--- src/rtl/fwa_pkg.sv ---
package fwa_pkg;

  typedef enum logic {
    FWA_SHORT = 1'b0,
    FWA_LONG  = 1'b1
  } fwa_len_e;

  typedef struct packed {
    logic sync;
    logic armed;
  } fwa_state_t;

endpackage

--- src/rtl/fwa_pattern.sv ---
module fwa_pattern
  import fwa_pkg::*;
#(
  parameter int          BYTE_W    = 8,
  parameter logic [15:0] SYNC_WORD = 16'hF628,
  parameter bit          LONG_ONLY = 1'b0
) (
  input  logic                  flip_pat,
  input  logic                  long_sel,
  output logic [4*BYTE_W-1:0]   pat_word,
  output fwa_len_e              pat_len
);

  localparam int PW = 2 * BYTE_W;

  logic [PW-1:0] word_rev;
  logic [PW-1:0] word_eff;
  logic [BYTE_W-1:0] first_b;
  logic [BYTE_W-1:0] second_b;

  // full-width bit reversal of the programmed word
  for (genvar i = 0; i < PW; i++) begin : g_rev
    assign word_rev[i] = SYNC_WORD[PW-1-i];
  end

  always_comb begin
    word_eff = flip_pat ? word_rev : SYNC_WORD[PW-1:0];
    first_b  = word_eff[PW-1 -: BYTE_W];
    second_b = word_eff[BYTE_W-1:0];
    pat_word = {first_b, first_b, second_b, second_b};
    pat_len  = (LONG_ONLY || long_sel) ? FWA_LONG : FWA_SHORT;
  end

endmodule

--- src/rtl/fwa_search.sv ---
module fwa_search
  import fwa_pkg::*;
#(
  parameter int BYTE_W = 8
) (
  input  logic                  clk,
  input  logic                  rst_n,
  input  logic [BYTE_W-1:0]     din,
  input  logic [4*BYTE_W-1:0]   pat_word,
  input  fwa_len_e              pat_len,
  output logic [2*BYTE_W-2:0]   near_win,
  output logic [BYTE_W-1:0]     hit_vec
);

  localparam int WIN_W = 5 * BYTE_W - 1;
  localparam int SW    = 2 * BYTE_W;
  localparam int LW    = 4 * BYTE_W;

  logic [WIN_W-1:0] win_q;
  logic [WIN_W-1:0] win_d;
  logic [SW-1:0]    short_pat;

  always_comb begin
    win_d     = {win_q[WIN_W-1-BYTE_W:0], din};
    short_pat = pat_word[3*BYTE_W-1:BYTE_W];
  end

  always_ff @(posedge clk or negedge rst_n) begin
    if (!rst_n) win_q <= '0;
    else        win_q <= win_d;
  end

  // one comparator pair per bit offset, all evaluated every clock
  for (genvar k = 0; k < BYTE_W; k++) begin : g_off
    logic m_short;
    logic m_long;
    assign m_short  = (win_q[k +: SW] == short_pat);
    assign m_long   = (win_q[k +: LW] == pat_word);
    assign hit_vec[k] = (pat_len == FWA_LONG) ? m_long : m_short;
  end

  assign near_win = win_q[2*BYTE_W-2:0];

endmodule

--- src/rtl/fwa_lock.sv ---
module fwa_lock
  import fwa_pkg::*;
#(
  parameter int OFF_N = 8,
  parameter int OFF_W = 3
) (
  input  logic             clk,
  input  logic             rst_n,
  input  logic             realign,
  input  logic [OFF_N-1:0] hit_vec,
  output logic [OFF_W-1:0] sel_off,
  output logic             sync_d,
  output logic             sync_q
);

  fwa_state_t       st_q, st_d;
  logic [OFF_W-1:0] off_q, off_d;
  logic             off_en;
  logic             rl_q;
  logic             rise;
  logic             any_hit;
  logic             take;
  logic             armed_eff;
  logic [OFF_W-1:0] first_off;

  // next-state logic
  always_comb begin
    first_off = '0;
    any_hit   = 1'b0;
    for (int i = OFF_N - 1; i >= 0; i--) begin
      if (hit_vec[i]) begin
        first_off = OFF_W'(i);
        any_hit   = 1'b1;
      end
    end
    rise      = realign & ~rl_q;
    armed_eff = st_q.armed | rise;
    take      = armed_eff & any_hit;
    off_en    = take;
    off_d     = first_off;
    st_d.armed = take ? 1'b0 : armed_eff;
    if (take)      st_d.sync = 1'b1;
    else if (rise) st_d.sync = 1'b0;
    else           st_d.sync = st_q.sync;
    sel_off = take ? first_off : off_q;
    sync_d  = st_d.sync;
  end

  // registers
  always_ff @(posedge clk or negedge rst_n) begin
    if (!rst_n) begin
      st_q.sync  <= 1'b0;
      st_q.armed <= 1'b1;
      rl_q       <= 1'b0;
    end else begin
      st_q <= st_d;
      rl_q <= realign;
    end
  end

  always_ff @(posedge clk or negedge rst_n) begin
    if (!rst_n)      off_q <= '0;
    else if (off_en) off_q <= off_d;
  end

  assign sync_q = st_q.sync;

endmodule

--- src/rtl/fwa_align_out.sv ---
module fwa_align_out #(
  parameter int BYTE_W = 8,
  parameter int OFF_W  = 3
) (
  input  logic                clk,
  input  logic                rst_n,
  input  logic [2*BYTE_W-2:0] near_win,
  input  logic [BYTE_W-1:0]   hit_vec,
  input  logic [OFF_W-1:0]    sel_off,
  input  logic                sync_d,
  output logic [BYTE_W-1:0]   dout,
  output logic                frame_hit
);

  logic [BYTE_W-1:0] dout_d;
  logic              hit_d;

  always_comb begin
    dout_d = BYTE_W'(near_win >> sel_off);
    hit_d  = sync_d & hit_vec[sel_off];
  end

  always_ff @(posedge clk or negedge rst_n) begin
    if (!rst_n) begin
      dout      <= '0;
      frame_hit <= 1'b0;
    end else begin
      dout      <= dout_d;
      frame_hit <= hit_d;
    end
  end

endmodule

--- src/rtl/frame_word_aligner.sv ---
module frame_word_aligner
  import fwa_pkg::*;
#(
  parameter int          BYTE_W    = 8,
  parameter logic [15:0] SYNC_WORD = 16'hF628,
  parameter bit          LONG_ONLY = 1'b0
) (
  input  logic              clk,
  input  logic              rst_n,
  input  logic [BYTE_W-1:0] din,
  input  logic              long_sel,
  input  logic              flip_pat,
  input  logic              realign,
  output logic [BYTE_W-1:0] dout,
  output logic              dout_vld,
  output logic              sync_ok,
  output logic              frame_hit
);

  localparam int OFF_N = BYTE_W;
  localparam int OFF_W = $clog2(BYTE_W);

  logic [4*BYTE_W-1:0] pat_word;
  fwa_len_e            pat_len;
  logic [2*BYTE_W-2:0] near_win;
  logic [OFF_N-1:0]    hit_vec;
  logic [OFF_W-1:0]    sel_off_w;
  logic                sync_d;
  logic                sync_q;

  fwa_pattern #(
    .BYTE_W(BYTE_W), .SYNC_WORD(SYNC_WORD), .LONG_ONLY(LONG_ONLY)
  ) u_pat (
    .flip_pat(flip_pat), .long_sel(long_sel),
    .pat_word(pat_word), .pat_len(pat_len)
  );

  fwa_search #(.BYTE_W(BYTE_W)) u_search (
    .clk(clk), .rst_n(rst_n), .din(din),
    .pat_word(pat_word), .pat_len(pat_len),
    .near_win(near_win), .hit_vec(hit_vec)
  );

  fwa_lock #(.OFF_N(OFF_N), .OFF_W(OFF_W)) u_lock (
    .clk(clk), .rst_n(rst_n), .realign(realign), .hit_vec(hit_vec),
    .sel_off(sel_off_w), .sync_d(sync_d), .sync_q(sync_q)
  );

  fwa_align_out #(.BYTE_W(BYTE_W), .OFF_W(OFF_W)) u_out (
    .clk(clk), .rst_n(rst_n), .near_win(near_win), .hit_vec(hit_vec),
    .sel_off(sel_off_w), .sync_d(sync_d),
    .dout(dout), .frame_hit(frame_hit)
  );

  assign sync_ok  = sync_q;
  assign dout_vld = sync_q;

endmodule

--- config.mk ---
export PLATFORM = sky130hd
export DESIGN_NAME = frame_word_aligner
export DESIGN_NICKNAME = d
export VERILOG_FILES = /design/src/rtl/fwa_pkg.sv /design/src/rtl/fwa_pattern.sv /design/src/rtl/fwa_search.sv /design/src/rtl/fwa_lock.sv /design/src/rtl/fwa_align_out.sv /design/src/rtl/frame_word_aligner.sv
export SDC_FILE = /design/constraint.sdc
export NUM_CORES = 1
export LEC_CHECK = 0
export ABC_AREA = 1
export BUFFER_PORTS_ARGS = -buffer_cell sky130_fd_sc_hd__buf_2
export CORE_ASPECT_RATIO = 0.8
export CORE_UTILIZATION = 60
export CTS_CLUSTER_DIAMETER = 50
export DETAILED_ROUTE_END_ITERATION = 8
export GPL_TIMING_DRIVEN = 0
export PLACE_DENSITY = 0.89
export SLEW_MARGIN = 40
export SYNTH_ARGS = -nofsm -noshare
export SYNTH_HDL_FRONTEND = slang
export SYNTH_SLANG_ARGS = --single-unit
export TNS_END_PERCENT = 50
--- constraint.sdc ---
create_clock -name clk -period 3.52 [get_ports clk]
set_input_delay 0 -clock clk [delete_from_list [all_inputs] [get_ports clk]]
set_output_delay 0 -clock clk [all_outputs]
set_load 0.005 [all_outputs]
After elaboration in Yosys (flattened, before gate mapping)
Index checks and enable logic that the tools add are counted.
{"block": "op_classes", "n_mux": 32, "eq_ne": 16, "shifts": 1, "order_cmp": 1, "bitwise_logic": 5}
{"op": "32-bit equality test", "count": 8}
{"op": "16-bit equality test", "count": 8}
{"op": "3-bit 2-to-1 mux", "count": 9}
{"op": "1-bit 2-to-1 mux", "count": 21}
{"op": "16-bit 2-to-1 mux", "count": 1}
{"op": "15-bit by 3-bit >> shifter with 8-bit output", "count": 1}
{"op": "3-bit by 4-bit less-than comparator with 1-bit output (second input constant)", "count": 1}
{"op": "1-bit AND", "count": 3}
{"op": "1-bit binary-select mux with 3-bit select", "count": 1}
{"op": "1-bit inverter", "count": 1}
{"op": "1-bit OR", "count": 1}
{"block": "totals", "in_bits": 13, "reg_bits": 54, "output_inout_bits": 11}

Logic depth before layout (Yosys ltp)
{"block": "depth", "ltp_word": 16, "depth_mapped": 24, "depth_no_buf": 22}

Hierarchy
From an unflattened synthesis, not the netlist that was laid out.
{"block": "hier_totals", "hier_cells": 1413, "area_unflattened_um2": 8152.8}
{"mod": "fwa_search", "n_inst": 1, "area_per_inst_um2": 6785.3, "cells_each": 1206}
{"mod": "fwa_align_out", "n_inst": 1, "area_per_inst_um2": 770.7, "cells_each": 125}
{"mod": "fwa_lock", "n_inst": 1, "area_per_inst_um2": 337.8, "cells_each": 46}
{"mod": "fwa_pattern", "n_inst": 1, "area_per_inst_um2": 251.5, "cells_each": 35}
{"mod": "frame_word_aligner", "n_inst": 1, "area_per_inst_um2": 7.5, "cells_each": 1}

Worst setup path before layout
OpenSTA, ideal clock, no wires.
{"block": "synth_timing", "path_kind": "register to register", "startpoint": "register u_search.win_q[15]", "endpoint": "register u_out.dout[5]", "required_time_ns": 3.403, "path_stages_with_launch": 22, "setup_ns": 0.117, "path_buffers": 2, "arrival_time_ns": 2.066, "setup_slack_ns": 1.337, "cell_sequence": "dfrtp_1 > clkbuf_1 > inv_1 > nand2_1 > nand2_2 > inv_2 > nand2_1 > nor2_1 > nor2_1 > nor2_1 > nand2_1 > nand2_1 > nor2_4 > nand2_4 > nand2_2 > nand2_2 > nand2_4 > inv_2 > buf_6 > nand3_1 > nand3_1 > nand2_1"}
{"block": "synth_between", "elab_chain_cells": 13, "elab_cells_between_ends": 43, "cone_classes": "eq/ne: 16; shift: 1; mux: 25; bitwise: 1"}
{"element": "start, declared", "line_no": "fwa_search.sv:19", "text": "logic [WIN_W-1:0] win_q;"}
{"element": "start signal, assigned", "line_no": "fwa_search.sv:30", "text": "else win_q <= win_d;"}
{"element": "32-bit equality test or 16-bit equality test (tied branches)", "line_no": "fwa_search.sv:38, fwa_search.sv:37"}
{"element": "1-bit 2-to-1 mux", "line_no": "fwa_search.sv:39", "text": "assign hit_vec[k] = (pat_len == FWA_LONG) ? m_long : m_short;"}
{"element": "1-bit 2-to-1 mux (8 in a row)", "line_no": "fwa_lock.sv:31", "text": "if (hit_vec[i]) begin"}
{"element": "1-bit AND", "line_no": "fwa_lock.sv:38", "text": "take = armed_eff & any_hit;"}
{"element": "3-bit 2-to-1 mux *", "line_no": "fwa_lock.sv:45", "text": "sel_off = take ? first_off : off_q;"}
{"element": "15-bit by 3-bit >> shifter with 8-bit output *", "line_no": "fwa_align_out.sv:19", "text": "dout_d = BYTE_W'(near_win >> sel_off);"}
{"element": "via u_out.dout_d[5]", "line_no": "fwa_align_out.sv:15", "text": "logic [BYTE_W-1:0] dout_d;"}
{"element": "end signal, assigned", "line_no": "fwa_align_out.sv:28", "text": "dout <= dout_d;"}
{"element": "end, declared", "line_no": "fwa_align_out.sv:11", "text": "output logic [BYTE_W-1:0] dout,"}
The timed path passes the listed nets; every way through them passes the cells marked *.

Final worst setup path
{"block": "layout_timing", "startpoint": "register u_search.win_q[22]", "endpoint": "register u_out.dout[5]"}
Same word-level chain as after synthesis.

==> impl_metrics.toml <==
[outcome]
outcome = "complete, no violations"

[routing]
wire_per_inst_um = 16.9
totalWireLength_um = 14300
viasPerCell = 5.85
via_count = 4947
firstDrtPassIters = 6
ant_nets = 0
post-route-drc-count = 0
drt_iter0_drc = 730

[die]
io_pins = 24
initial_core_util = 0.622
rows = 27
die_width_um = 96.7
dieHeight_um = 77.8
die_area_um2 = 7520
core_um2 = 6930

[layout]
multi_input_area_um2 = 2510
final_common_cell = "nand2_1"
final.fill_count = 654
final_cell_mix = "nand2_1 (273), nor2_1 (137), nand3_1 (68)"
seq_area_um2 = 1350
area_delta_synth_final_pct = 9.73
final_util = 0.682
layout.nets = 770
drive_gt1_frac = 0.117
n_antenna_cell = 0

[setup_path]
r2r-end = "u_out.dout[5]"
rr_worst_depth = 21
cp_max_fo = 10
rr_startpoint = "u_search.win_q[22]"
worstPathRequired_ns = 3.75
cp-start-kind = "flip-flop"
crit_path_end_kind = "flip-flop"
critPathKind = "reg -> reg"
rrSetupSlack_ns = 0.51
arrival_ns = 3.24

[clocking]
cts-root-buf = "clkbuf_8"
insertion_delay_ns = 0.33
clkTransAtPathRegs_ns = 0.12
post_cts_buffers = 0
cts_tree = "built"
cts_buffers = 5
hold_buffers = 10
post_cts_resized = 0
cts_sinks = 54
cts_buffer_depth = 2
htree_levels = 2

[global_routing]
grt_pass1_vias = 4429
antenna_found_initial = 0
gr-usage-all-layers = 0.387
grt_pass1_wl_um = 22500
overflow = 0
grt_max_degree = 55

[power]
max-vdd-ir-drop_mv = 0.377
p_leak_nw = 2.45
powerDensity_nw_per_um2 = 304
power.total_w = 0.00143

[logic_synthesis]
synth.avg_cell_area_um2 = 6.00
synthesis.nets = 731
synthCells = 718
synth-seq-cells = 54
synth_warnings = 0
syn_area_um2 = 4310
synth-seq-area-share = 0.314
synth_cell_types = 33

[timing]
worst_slew_pin_slew_ns = 0.662
fmax_ghz = 0.332
setup_violations = 0
finalHoldViolations = 0
drv_slew = 0
rsz0062_at_grt = "false"
setup_tns_ns = 0
slew_headroom = 0.559
fin_crit_sh = 0.855
finClkSkew_ns = 0.0240
period_needed_ns = 3.01

[worst_hold_path]
hold_path.class = "in -> async"

[place]
port-buffer-count = 22
gp_congestion = 1.04
dp_hpwl_um = 10800

[job]
max-cap-violations = 0
layer usage:
metal,GRT usage,wire [um],part of all wire
met2,0.560,5730,0.40
met5,0,0,0
met4,0.0970,365,0.026
met1,0.532,5830,0.41
met3,0.162,2360,0.17
critical path, cell delays in order, from the launching register on:
cell      delay [ns]
dfrtp_1         0.37
clkbuf_1        0.47
inv_1           0.08
nand2_1         0.09
nand2_1         0.09
nor2_1          0.16
nand2_1         0.07
nor2_1          0.23
nand2_1         0.10
nand2_1         0.08
nand2_1         0.10
nand2_1         0.12
nor2_4          0.05
nand2_4         0.07
nand2_2         0.09
nand2_2         0.09
nand2_4         0.08
inv_2           0.14
buf_6           0.16
nand3_1         0.11
nand3_1         0.11
nand2_1         0.06
worst max-delay path by stage:
stage	startpoint	end	slack (ns)	cells after the start
6_report	u_search.win_q[22]	u_out.dout[5]	0.51	21
5_1_grt	u_search.win_q[22]	u_out.dout[5]	0.26	21
4_1_cts	u_search.win_q[22]	u_out.dout[5]	0.68	21
3_5_place_dp	u_search.win_q[22]	u_out.dout[5]	0.70	21
3_3_place_gp	u_search.win_q[22]	u_out.dout[5]	0.72	21
2_1_floorplan	u_search.win_q[15]	u_out.dout[5]	1.34	21
cell families (layout without fill, tap and decap cells):
group                  Yosys count  after routing  share of synthesized area
XOR/XNOR                        10             10                     0.0238
AND/OR/NAND/NOR                546            546                      0.538
flip-flops                      54             54                      0.314
AO/OA/AOI/OAI                   15             15                     0.0206
buffers and inverters           93            133                      0.103
through the flow:
step	worst slack, ns	cell area (um2)	hold WS, ns	instances
5_1_grt	0.261	4730	0.317	845
6_report	0.512	4730	0.220	845
3_5_place_dp	0.697	4530	0.0785	827
4_1_cts	0.677	4730	0.266	845
3_3_place_gp	0.723	4530	0.108	827
2_1_floorplan	1.34	4310	-0.296	718
sequential cells by signal (all words and copies together), names as in the netlist:
signal,flops
u_lock.off_q,3
u_lock.sync_q,1
u_lock.rl_q,1
u_lock.st_q,1
u_search.win_q,39
u_out.dout,8
u_out.frame_hit,1
where the power goes:
| part | leakage, nW | switching, W | total, W | internal, W |
|---|---|---|---|---|
| clock | 0.0502 | 0.000246 | 0.000394 | 0.000149 |
| sequential | 0.636 | 0.0000392 | 0.000697 | 0.000657 |
| combinational | 1.77 | 0.000237 | 0.000344 | 0.000107 |
| total | 2.45 | 0.000522 | 0.00143 | 0.000913 |
layout make-up:
type	count	area share
buffer	27	0.0408
clock buffer	5	0.0146
clock inverter	3	0.00609
inverter	66	0.0535
multi-input combinational	571	0.531
sequential	54	0.286
tap	87	0.0230
timing repair buffer	32	0.0450
synthesized netlist by cell type:
cell type    n  area, um2
buf_4        3       22.5
nand2_1    273       1020
nand3b_1     2       15.0
nor2_2       5       31.3
and2_1       1       6.26
nand2_2     14       87.6
o21ai_1      3       15.0
o21ai_0      3       15.0
dfstp_2      1       26.3
a21oi_1      4       20.0
nor3b_1      1       7.51
nor4_1       5       31.3
o21ai_2      1       8.76
nor2_1     137        514
nor2_4       1       11.3
xnor2_1      5       43.8
o211ai_1     4       30.0
nor2b_1      1       6.26
nand2_4      3       33.8
dfrtp_1     53       1330
nor3_1      12       60.1
inv_2        7       26.3
buf_2       10       50.1
xor2_1       3       26.3
clkbuf_1     5       18.8
xnor2_2      1       16.3
xor2_2       1       16.3
inv_1       57        214
nand3_1     68        340
inv_4        2       12.5
nand3_2      1       10.0
buf_6        9        101
nand4_1     22        138
Note: power is estimated with default switching activity, not from simulation.
